--- src/rtl/gateDispPkg.sv ---
package gateDispPkg;
  localparam int WORD_W = 16;
  localparam int TF_BIT = 8;
  localparam int IF_BIT = 9;
  localparam logic [3:0] GT_TASK = 4'd5;
  localparam logic [3:0] GT_INTR = 4'd6;
  localparam logic [3:0] GT_TRAP = 4'd7;
  localparam logic [1:0] FLT_GP = 2'd1;
  localparam logic [1:0] FLT_NP = 2'd2;

  typedef enum logic [3:0] {
    ST_IDLE, ST_CHECK, ST_FETCH, ST_DECODE, ST_SEGQ,
    ST_PUSH0, ST_PUSH1, ST_PUSH2, ST_ENTRY, ST_TASK, ST_FAULT
  } dispStateT;

  typedef struct packed {
    logic       capture;
    logic       tblWr;
    logic       descLoad;
    logic       spDec;
    logic [1:0] pushSel;
  } dpStrobeT;
endpackage

--- src/rtl/gateDispDatapath.sv ---
module gateDispDatapath
  import gateDispPkg::*;
#(
  parameter int ADDR_W  = 24,
  parameter int LIMIT_W = 16,
  parameter int VEC_W   = 8
) (
  input  logic                clk,
  input  logic                rstN,
  input  dpStrobeT            stb,
  input  logic [VEC_W-1:0]    capVec,
  input  logic [ADDR_W-1:0]   tblBaseIn,
  input  logic [LIMIT_W-1:0]  tblLimitIn,
  input  logic [WORD_W-1:0]   flagsIn,
  input  logic [WORD_W-1:0]   csIn,
  input  logic [WORD_W-1:0]   ipIn,
  input  logic [WORD_W-1:0]   spIn,
  input  logic [4*WORD_W-1:0] memRdata,
  output logic [ADDR_W-1:0]   tblBase,
  output logic [LIMIT_W-1:0]  tblLimit,
  output logic [ADDR_W-1:0]   memAddr,
  output logic                limitFail,
  output logic [VEC_W-1:0]    vecOut,
  output logic [3:0]          gateType,
  output logic                gatePresent,
  output logic [WORD_W-1:0]   gateSel,
  output logic [WORD_W-1:0]   gateOff,
  output logic [WORD_W-1:0]   pushAddr,
  output logic [WORD_W-1:0]   pushData,
  output logic [WORD_W-1:0]   stackPtr,
  output logic [WORD_W-1:0]   entryFlags
);
  localparam int OFS_W = VEC_W + 3;

  logic [ADDR_W-1:0]  baseQ;
  logic [LIMIT_W-1:0] limitQ;
  logic [VEC_W-1:0]   vecQ;
  logic [WORD_W-1:0]  flagsQ, csQ, ipQ, spQ, selQ, offQ;
  logic [3:0]         typeQ;
  logic               presQ;
  logic [OFS_W-1:0]   lastByte;
  logic [WORD_W-1:0]  clrMask;

  always_ff @(posedge clk) begin
    if (!rstN) begin
      baseQ  <= '0;
      limitQ <= '0;
      vecQ   <= '0;
      flagsQ <= '0;
      csQ    <= '0;
      ipQ    <= '0;
      spQ    <= '0;
      selQ   <= '0;
      offQ   <= '0;
      typeQ  <= '0;
      presQ  <= 1'b0;
    end else begin
      if (stb.tblWr) begin
        baseQ  <= tblBaseIn;
        limitQ <= tblLimitIn;
      end
      if (stb.capture) begin
        vecQ   <= capVec;
        flagsQ <= flagsIn;
        csQ    <= csIn;
        ipQ    <= ipIn;
        spQ    <= spIn;
      end else if (stb.spDec) begin
        spQ <= spQ - WORD_W'(2);
      end
      if (stb.descLoad) begin
        offQ  <= memRdata[15:0];
        selQ  <= memRdata[31:16];
        typeQ <= memRdata[43:40];
        presQ <= memRdata[47];
      end
    end
  end

  assign lastByte  = {vecQ, 3'b111};
  assign limitFail = LIMIT_W'(lastByte) > limitQ;
  assign memAddr   = baseQ + ADDR_W'({vecQ, 3'b000});

  always_comb begin
    case (stb.pushSel)
      2'd0:    pushData = flagsQ;
      2'd1:    pushData = csQ;
      default: pushData = ipQ;
    endcase
    clrMask = WORD_W'(1) << TF_BIT;
    if (typeQ == GT_INTR) clrMask = clrMask | (WORD_W'(1) << IF_BIT);
  end

  assign entryFlags  = flagsQ & ~clrMask;
  assign pushAddr    = spQ - WORD_W'(2);
  assign stackPtr    = spQ;
  assign tblBase     = baseQ;
  assign tblLimit    = limitQ;
  assign vecOut      = vecQ;
  assign gateType    = typeQ;
  assign gatePresent = presQ;
  assign gateSel     = selQ;
  assign gateOff     = offQ;


  sp_step_chk: assert property (@(posedge clk) disable iff (!rstN)
    (stb.spDec && !stb.capture) |=> (spQ == $past(pushAddr)));
endmodule

--- src/rtl/gateDispControl.sv ---
module gateDispControl
  import gateDispPkg::*;
#(
  parameter int VEC_W   = 8,
  parameter int NMI_VEC = 2
) (
  input  logic             clk,
  input  logic             rstN,
  input  logic             extReq,
  input  logic [VEC_W-1:0] extVec,
  input  logic             nmiReq,
  input  logic             swReq,
  input  logic [VEC_W-1:0] swVec,
  input  logic             excReq,
  input  logic [VEC_W-1:0] excVec,
  input  logic             setIe,
  input  logic             clrIe,
  input  logic             tblLoad,
  input  logic             memAck,
  input  logic             segAck,
  input  logic [1:0]       segDpl,
  input  logic             segConf,
  input  logic [1:0]       cpl,
  input  logic             limitFail,
  input  logic [3:0]       gateType,
  input  logic             gatePresent,
  output dpStrobeT         stb,
  output logic [VEC_W-1:0] capVec,
  output logic [3:0]       srcAck,
  output logic             ieFlag,
  output logic             memRd,
  output logic             segQuery,
  output logic             busy,
  output logic             taskSwitch,
  output logic             procEntry,
  output logic             pushValid,
  output logic             fault,
  output logic [1:0]       faultCode
);
  dispStateT state, nxt;
  logic       ieQ;
  logic [1:0] faultQ;
  logic       fltSet;
  logic [1:0] fltVal;
  logic       legalType;

  assign legalType = (gateType == GT_TASK) || (gateType == GT_INTR) || (gateType == GT_TRAP);

  always_comb begin
    nxt       = state;
    stb       = '0;
    capVec    = '0;
    srcAck    = '0;
    memRd     = 1'b0;
    segQuery  = 1'b0;
    pushValid = 1'b0;
    fltSet    = 1'b0;
    fltVal    = FLT_GP;
    case (state)
      ST_IDLE: begin
        stb.tblWr = tblLoad;
        if (excReq) begin
          srcAck[0] = 1'b1;
          capVec    = excVec;
        end else if (nmiReq) begin
          srcAck[1] = 1'b1;
          capVec    = VEC_W'(NMI_VEC);
        end else if (swReq) begin
          srcAck[2] = 1'b1;
          capVec    = swVec;
        end else if (extReq && ieQ) begin
          srcAck[3] = 1'b1;
          capVec    = extVec;
        end
        if (|srcAck) begin
          stb.capture = 1'b1;
          nxt         = ST_CHECK;
        end
      end
      ST_CHECK: begin
        if (limitFail) begin
          fltSet = 1'b1;
          nxt    = ST_FAULT;
        end else begin
          nxt = ST_FETCH;
        end
      end
      ST_FETCH: begin
        memRd = 1'b1;
        if (memAck) begin
          stb.descLoad = 1'b1;
          nxt          = ST_DECODE;
        end
      end
      ST_DECODE: begin
        if (!legalType) begin
          fltSet = 1'b1;
          nxt    = ST_FAULT;
        end else if (!gatePresent) begin
          fltSet = 1'b1;
          fltVal = FLT_NP;
          nxt    = ST_FAULT;
        end else if (gateType == GT_TASK) begin
          nxt = ST_TASK;
        end else begin
          nxt = ST_SEGQ;
        end
      end
      ST_SEGQ: begin
        segQuery = 1'b1;
        if (segAck) begin
          if (segConf || (segDpl <= cpl)) begin
            nxt = ST_PUSH0;
          end else begin
            fltSet = 1'b1;
            nxt    = ST_FAULT;
          end
        end
      end
      ST_PUSH0: begin
        pushValid   = 1'b1;
        stb.pushSel = 2'd0;
        stb.spDec   = 1'b1;
        nxt         = ST_PUSH1;
      end
      ST_PUSH1: begin
        pushValid   = 1'b1;
        stb.pushSel = 2'd1;
        stb.spDec   = 1'b1;
        nxt         = ST_PUSH2;
      end
      ST_PUSH2: begin
        pushValid   = 1'b1;
        stb.pushSel = 2'd2;
        stb.spDec   = 1'b1;
        nxt         = ST_ENTRY;
      end
      default: nxt = ST_IDLE;
    endcase
  end

  always_ff @(posedge clk) begin
    if (!rstN) begin
      state  <= ST_IDLE;
      ieQ    <= 1'b0;
      faultQ <= '0;
    end else begin
      state <= nxt;
      if (fltSet) faultQ <= fltVal;
      if (state == ST_ENTRY && gateType == GT_INTR) ieQ <= 1'b0;
      else if (clrIe)                                ieQ <= 1'b0;
      else if (setIe)                                ieQ <= 1'b1;
    end
  end

  assign ieFlag     = ieQ;
  assign busy       = (state != ST_IDLE);
  assign taskSwitch = (state == ST_TASK);
  assign procEntry  = (state == ST_ENTRY);
  assign fault      = (state == ST_FAULT);
  assign faultCode  = faultQ;


  src_onehot_chk: assert property (@(posedge clk) disable iff (!rstN) $onehot0(srcAck));

  ext_masked_chk: assert property (@(posedge clk) disable iff (!rstN) srcAck[3] |-> ieQ);

  limit_no_read_chk: assert property (@(posedge clk) disable iff (!rstN) memRd |-> !limitFail);

  np_before_priv_chk: assert property (@(posedge clk) disable iff (!rstN) segQuery |-> gatePresent);

  clr_ie_chk: assert property (@(posedge clk) disable iff (!rstN) clrIe |=> !ieFlag);

  entry_beats_set_chk: assert property (@(posedge clk) disable iff (!rstN)
    (procEntry && gateType == GT_INTR) |=> !ieFlag);
endmodule

--- src/rtl/gateDispatch.sv ---
module gateDispatch
  import gateDispPkg::*;
#(
  parameter int ADDR_W  = 24,
  parameter int LIMIT_W = 16,
  parameter int VEC_W   = 8,
  parameter int NMI_VEC = 2
) (
  input  logic               clk,
  input  logic               rstN,
  input  logic               extReq,
  input  logic [VEC_W-1:0]   extVec,
  input  logic               nmiReq,
  input  logic               swReq,
  input  logic [VEC_W-1:0]   swVec,
  input  logic               excReq,
  input  logic [VEC_W-1:0]   excVec,
  output logic [3:0]         srcAck,
  input  logic               setIe,
  input  logic               clrIe,
  output logic               ieFlag,
  input  logic [1:0]         cpl,
  input  logic [15:0]        flagsIn,
  input  logic [15:0]        csIn,
  input  logic [15:0]        ipIn,
  input  logic [15:0]        spIn,
  input  logic               tblLoad,
  input  logic [ADDR_W-1:0]  tblBaseIn,
  input  logic [LIMIT_W-1:0] tblLimitIn,
  output logic [ADDR_W-1:0]  tblBase,
  output logic [LIMIT_W-1:0] tblLimit,
  output logic               memRd,
  output logic [ADDR_W-1:0]  memAddr,
  input  logic               memAck,
  input  logic [63:0]        memRdata,
  output logic               segQuery,
  output logic [15:0]        segSel,
  input  logic               segAck,
  input  logic [1:0]         segDpl,
  input  logic               segConf,
  output logic               busy,
  output logic [VEC_W-1:0]   dispVec,
  output logic               taskSwitch,
  output logic [15:0]        taskSel,
  output logic               procEntry,
  output logic [15:0]        entrySel,
  output logic [15:0]        entryOff,
  output logic [15:0]        entryFlags,
  output logic               pushValid,
  output logic [15:0]        pushAddr,
  output logic [15:0]        pushData,
  output logic [15:0]        stackPtr,
  output logic               fault,
  output logic [1:0]         faultCode
);
  dpStrobeT          stb;
  logic [VEC_W-1:0]  capVec;
  logic              limitFail;
  logic [3:0]        gateType;
  logic              gatePresent;
  logic [15:0]       gateSel, gateOff;

  gateDispControl #(.VEC_W(VEC_W), .NMI_VEC(NMI_VEC)) u_ctrl (
    .clk(clk), .rstN(rstN),
    .extReq(extReq), .extVec(extVec), .nmiReq(nmiReq),
    .swReq(swReq), .swVec(swVec), .excReq(excReq), .excVec(excVec),
    .setIe(setIe), .clrIe(clrIe), .tblLoad(tblLoad),
    .memAck(memAck), .segAck(segAck), .segDpl(segDpl), .segConf(segConf),
    .cpl(cpl), .limitFail(limitFail), .gateType(gateType), .gatePresent(gatePresent),
    .stb(stb), .capVec(capVec), .srcAck(srcAck), .ieFlag(ieFlag),
    .memRd(memRd), .segQuery(segQuery), .busy(busy),
    .taskSwitch(taskSwitch), .procEntry(procEntry), .pushValid(pushValid),
    .fault(fault), .faultCode(faultCode)
  );

  gateDispDatapath #(.ADDR_W(ADDR_W), .LIMIT_W(LIMIT_W), .VEC_W(VEC_W)) u_dp (
    .clk(clk), .rstN(rstN), .stb(stb), .capVec(capVec),
    .tblBaseIn(tblBaseIn), .tblLimitIn(tblLimitIn),
    .flagsIn(flagsIn), .csIn(csIn), .ipIn(ipIn), .spIn(spIn), .memRdata(memRdata),
    .tblBase(tblBase), .tblLimit(tblLimit), .memAddr(memAddr), .limitFail(limitFail),
    .vecOut(dispVec), .gateType(gateType), .gatePresent(gatePresent),
    .gateSel(gateSel), .gateOff(gateOff),
    .pushAddr(pushAddr), .pushData(pushData), .stackPtr(stackPtr), .entryFlags(entryFlags)
  );

  assign segSel   = gateSel;
  assign taskSel  = gateSel;
  assign entrySel = gateSel;
  assign entryOff = gateOff;


  tbl_hold_busy_chk: assert property (@(posedge clk) disable iff (!rstN)
    busy |=> $stable(tblBase) && $stable(tblLimit));
endmodule

--- config.mk ---
export PLATFORM = sky130hd
export DESIGN_NAME = gateDispatch
export DESIGN_NICKNAME = d
export VERILOG_FILES = /design/src/rtl/gateDispPkg.sv /design/src/rtl/gateDispDatapath.sv /design/src/rtl/gateDispControl.sv /design/src/rtl/gateDispatch.sv
export SDC_FILE = /design/constraint.sdc
export NUM_CORES = 1
export LEC_CHECK = 0
export BUFFER_PORTS_ARGS = -buffer_cell sky130_fd_sc_hd__clkbuf_2
export CORE_AREA = 4 4 162 164
export DETAILED_ROUTE_END_ITERATION = 10
export DIE_AREA = 0 0 166 168
export SYNTH_ARGS = -nofsm -noshare
export SYNTH_HDL_FRONTEND = slang
export SYNTH_SLANG_ARGS = --single-unit
export TNS_END_PERCENT = 100
--- constraint.sdc ---
create_clock -name clk -period 2.41 [get_ports clk]
set_input_delay 0.241 -clock clk [delete_from_list [all_inputs] [get_ports clk]]
set_output_delay 0.241 -clock clk [all_outputs]
set_load 0.05 [all_outputs]
# == Word level (Yosys, flattened, before mapping) ==
# Index checks and enable logic that the tools add are counted.
# classes
n_addsub,2
reduce_logical,13
bitwise_logic,3
order_cmp,2
n_eq_ne,17
mux,45
# op_table
cell,count
8-bit two-way mux,5
4-bit two-way mux,9
16-bit two-way mux,2
16-bit case mux with 2 select lines,1
4-bit case mux with 8 select lines,1
4-bit by 3-bit == test with 1-bit output (second input constant),7
24-bit by 11-bit adder with 24-bit output,1
1-bit two-way mux,17
16-bit bitwise AND,1
11-bit by 16-bit greater-than comparator with 1-bit output,1
10-bit inverter with 16-bit output,1
16-bit by 2-bit subtractor with 16-bit output (second input constant),1
4-bit == test (second input constant),3
10-bit two-way mux,1
2-bit two-way mux,5
3-bit case mux with 3 select lines,1
4-bit by 2-bit == test with 1-bit output (second input constant),2
3-bit two-way mux,2
3-bit OR reduction,2
4-bit by 1-bit == test with 1-bit output (second input constant),1
4-bit logical NOT,1
2-bit inequality test (second input constant),2
4-bit nonzero test,1
4-bit OR reduction,1
10 further kinds,13
# word_totals
out_inout_bits,214
word_cells,96
ff_bits,156

# == Logic depth before layout (Yosys ltp) ==
# depth
word_depth,10
mapped_depth,8

# == By module ==
# A second synthesis with hierarchy kept.
# unflattened
hier_cells,901
area_unflattened_um2,8356.8
# modules_own_cells
mod,instances,cells_per_inst,area_each_um2,seq_area_each_um2
gateDispDatapath,1,736,7209.4,2982.9
gateDispControl,1,133,907.1,140.1
gateDispatch,1,32,240.2,0.0

# == Worst setup path after synthesis ==
# OpenSTA, ideal clock, no wires.
# synth_timing
kind,register -> output
startpoint,register u_ctrl.state[2]
endpoint,output srcAck[2]
path_slack_ns,-0.724
path_stages_with_launch,5
arrival_ns,2.893
n_path_buf,1
cell_sequence,dfxtp_1 -> buf_2 -> nor4_2 -> inv_1 -> nor4b_1
# synth_between
elab_chain_len,2
# synth_rtl
item,line,text
"start, declared",gateDispControl.sv:40,"dispStateT state, nxt;"
"start signal, assigned",gateDispControl.sv:148,state <= nxt;
4-bit logical NOT,gateDispControl.sv:59,case (state)
4-bit two-way mux,gateDispControl.sv:59,
"end, declared",gateDispatch.sv:18,"output logic [3:0] srcAck,"
# Every way passes these cells.

# == Worst setup path after layout ==
# layout_timing
startpoint,"register u_dp.vecQ[0], in the netlist u_dp.vecOut[0]"
endpoint,output memAddr[11]
# layout_between
elab_chain_len,1
# layout_rtl
item,line,text
"start, declared",gateDispDatapath.sv:37,logic [VEC_W-1:0] vecQ;
"start signal, assigned",gateDispDatapath.sv:63,vecQ <= capVec;
24-bit by 11-bit adder with 24-bit output,gateDispDatapath.sv:82,"assign memAddr = baseQ + ADDR_W'({vecQ, 3'b000});"
"end, declared",gateDispatch.sv:33,"output logic [ADDR_W-1:0] memAddr,"
# Every way passes these cells.

==> flow_metrics.py <==
metrics = {
    "worst_setup_path": {
        "worstReg2RegStart": "u_dp.stackPtr[2]",
        "reg2reg_depth": 6,
        "cp_top_family": "compound AO/OA/AOI/OAI gates",
        "cp.required_ns": 2.17,
        "end_kind": "output port",
        "slowest_stage": "a221o_2",
        "reg2reg_setup_slack_ns": 0.33,
        "arrival_ns": 2.57,
        "startpoint_type": "flop",
        "slowest_delay_ns": 0.43,
        "critPathBufInv": 3,
        "critPathKind": "reg -> out",
        "path_cells": "ha_4 -> fa_2 -> a211oi_2 -> nor2_1 -> a221o_2 -> buf_4 -> buf_6 -> xnor2_4 -> buf_8",
        "crit_fanout": 7,
        "r2r-end": "u_dp.stackPtr[14]",
    },
    "clocking": {
        "cts-root-buf": "clkbuf_16",
        "clkSinkCount": 156,
        "numCtsBuffers": 17,
        "htreeDepth": 4,
        "clk_latency_ns": 0.42,
        "tritoncts": "yes",
        "clockBufferDepth": 2,
        "clkTransAtPathRegs_ns": 0.07,
    },
    "timing": {
        "tightest_slew_ns": 0.587,
        "holdWs_ns": 0.0334,
        "setup_violations": 16,
        "slew_headroom_pct": 60.5,
        "period_share_pct": 117,
        "final.setup.worst_slack_ns": -0.404,
        "setup-tns-final_ns": -3.52,
        "rsz0062_at_grt": "true",
        "hold_viol_final": 0,
        "drv_slew": 0,
        "period_needed_ns": 2.81,
        "timing.fmax_mhz": 355,
        "clock_skew_ns": 0.0113,
    },
    "logic_synthesis": {
        "avgSynthCellArea_um2": 7.51,
        "synth_xor_xnor_area_share_pct": 3.51,
        "ys_ff_latch": 156,
        "ys_async_sr_fraction_pct": 0,
        "synth_top_area_cell": "dfxtp_1",
        "syn_area_mm2": 0.00774,
        "synth_simple_gate_area_share_pct": 23.9,
        "synthCells": 1030,
        "netlist_top_cells_area": "dfxtp_1, nand2_1, a21oi_1",
        "synth_top_area_share_pct": 40.3,
        "synth_top_family_by_area": "simple AND/OR/NAND/NOR gates",
        "synth_fa_ha_area_share_pct": 3.33,
        "synth_edf_count": 0,
        "yosysUniqueCellTypes": 59,
        "yosysMostFrequentCell": "nand2_1",
        "synth_fp_nets": 1258,
        "ys.flop_type": "dfxtp_1",
        "synth_mux_area_share_pct": 0,
        "synth_common_cells": "nand2_1, dfxtp_1, a21oi_1",
        "synth-compound-area-share_pct": 19.4,
        "seq_area_frac_synth_pct": 40.3,
        "yosysWarnings": 0,
    },
    "global_route": {
        "grt_usage_pct": 19.2,
        "grt_pass1_vias": 8061,
        "antenna_found_initial": 3,
        "grt_max_degree": 62,
        "grt_pass1_wl_um": 43600,
        "overflow": 0,
    },
    "detailed_routing": {
        "avgRoutedWirePerCell_um": 16.3,
        "first_pass_iters": 5,
        "avgViaCountPerCell": 4.83,
        "drc": 0,
        "ant_nets": 0,
        "drtIter0Drc": 475,
        "num_vias": 8467,
        "wirelength_um": 28600,
    },
    "worst_hold_path": {
        "hp-class": "in -> reg",
        "worstHoldStart": "flagsIn[6]",
        "min_path_cells": 3,
        "min_to": "u_dp.flagsQ[6]",
    },
    "placement": {
        "globalplace.congestion": 0.871,
        "post-place-ws_ns": -0.0902,
        "numPortBuffers": 393,
        "dp.cells": 1693,
        "hpwl_um": 21100,
    },
    "power_and_ir_drop": {
        "switchingPower_mw": 8.71,
        "power_leakage_nw": 5.34,
        "power.internal_mw": 8.15,
        "swShare_pct": 51.7,
        "p_total_mw": 16.9,
        "power.density_mw_per_mm2": 1440,
        "power_frac_seq_pct": 22.8,
        "clkPwrFrac_pct": 16.4,
        "pwr-share-comb_pct": 60.7,
        "peakVddDrop_uv": 934,
    },
    "floorplanning": {
        "io_pins": 422,
        "die_area_mm2": 0.0279,
        "core_area_mm2": 0.0249,
        "fp.dieH_um": 168,
        "num_rows": 58,
        "die_x_um": 166,
        "start_util_pct": 31.1,
    },
    "layout": {
        "n_antenna_cell": 0,
        "final_cells": 1754,
        "drive_gt1_share_pct": 42.8,
        "synthToLayoutAreaGrowth_pct": 50.9,
        "final_nets": 1639,
    },
    "job": {
        "maxCapViolCount": 0,
    },
    "run_status": {
        "status": "finished, violations left",
        "violations": "negative setup slack",
    },
}
==> routing by layer <==
layer / track usage, % / share of wire (%) / vias to the layer above / wire [um]
li1: - / - / 4189 / -
met1: 22.8 / 41 / 3931 / 11700
met2: 33.8 / 50 / 301 / 14200
met3: 6.01 / 7.6 / 40 / 2170
met4: 4.88 / 1.5 / 6 / 419
met5: 0 / 0.12 / - / 35
==> worst max-delay path by stage <==
stage | slack, ns | cells after the start | from | end
floorplan | -0.05 | 4 | u_ctrl.state[2] | srcAck[2]
global placement | -0.10 | 8 | u_dp.tblBase[3] | memAddr[23]
detailed placement | -0.09 | 8 | u_dp.tblBase[3] | memAddr[23]
CTS | -0.42 | 8 | u_dp.vecOut[0] | memAddr[23]
global route | -0.49 | 8 | u_dp.vecOut[0] | memAddr[23]
finish | -0.40 | 9 | u_dp.vecOut[0] | memAddr[11]
==> state kept, by name, indices dropped and copies added (netlist names) <==
register and cells:
u_ctrl.ieFlag 1, u_dp.gateSel 16, u_dp.csQ 16, u_dp.tblBase 24, u_dp.ipQ 16, u_dp.tblLimit 16, u_dp.gateOff 16, u_ctrl.state 4
u_dp.stackPtr 16, u_dp.gatePresent 1, u_dp.flagsQ 16, u_dp.gateType 4, u_dp.vecOut 8, u_ctrl.faultCode 2
==> stage by stage <==
| stage | util, % | cell area (um2) |
|---|---|---|
| after floorplan | - | 8030 |
| after CTS | 45.8 | 11400 |
| final | 46.9 | 11700 |
| after detailed placement | 41.5 | 10300 |
| after global placement | 41.5 | 10300 |
| after global routing | 46.9 | 11700 |
==> worst min-delay path: stages <==
cell	delay, ns
clkbuf_2	0.08
nand2_1	0.04
a21oi_1	0.05
==> placed cells by master, fill, tap and decap left out, drive strengths merged, types with 18 or more instances in the layout <==
cell type and n:
clkbuf 390, nand2 301, inv 28, dfxtp 156, buf 105, xnor2 20
o21ai 18, nor2 63, a21oi 150, ha 19
==> final cells by class <==
type                       instances  area, um2
clock buffer                      20        437
tap                              330        413
sequential                       156       3150
multi-input combinational        734       4460
fill                            2428      13200
clock inverter                    12        163
inverter                          26        104
timing repair buffer             476       2950
==> cells by family (layout without fill, tap and decap cells) <==
family | count (synthesis) | after routing
flip-flops | 156 | 156
adder cells (fa/ha/maj) | 20 | 20
XOR/XNOR | 31 | 31
other | 1 | 1
buffers and inverters | 140 | 534
AND/OR/NAND/NOR | 437 | 437
AO/OA/AOI/OAI | 245 | 245
==> power groups by stage <==
stage | clock [mW] | combinational (mW) | sequential (mW)
after global placement | 0 | 9.21 | 3.85
after CTS | 2.86 | 9.78 | 3.84
after global routing | 2.94 | 10.9 | 3.94
after floorplan | 0 | 5.70 | 5.03
after detailed placement | 0 | 9.25 | 3.88
final | 2.77 | 10.2 | 3.85
==> timing repair <==
item                                   CTS  global route
endpoints found under the hold margin    1             0
gates resized for setup                 74            62
setup endpoints to repair               23            25
pin swaps                               19            27
cloned                                   0             0
hold buffers                             1             0
buffers inserted                        16            15
Note: power is estimated with default switching activity, not from simulation.
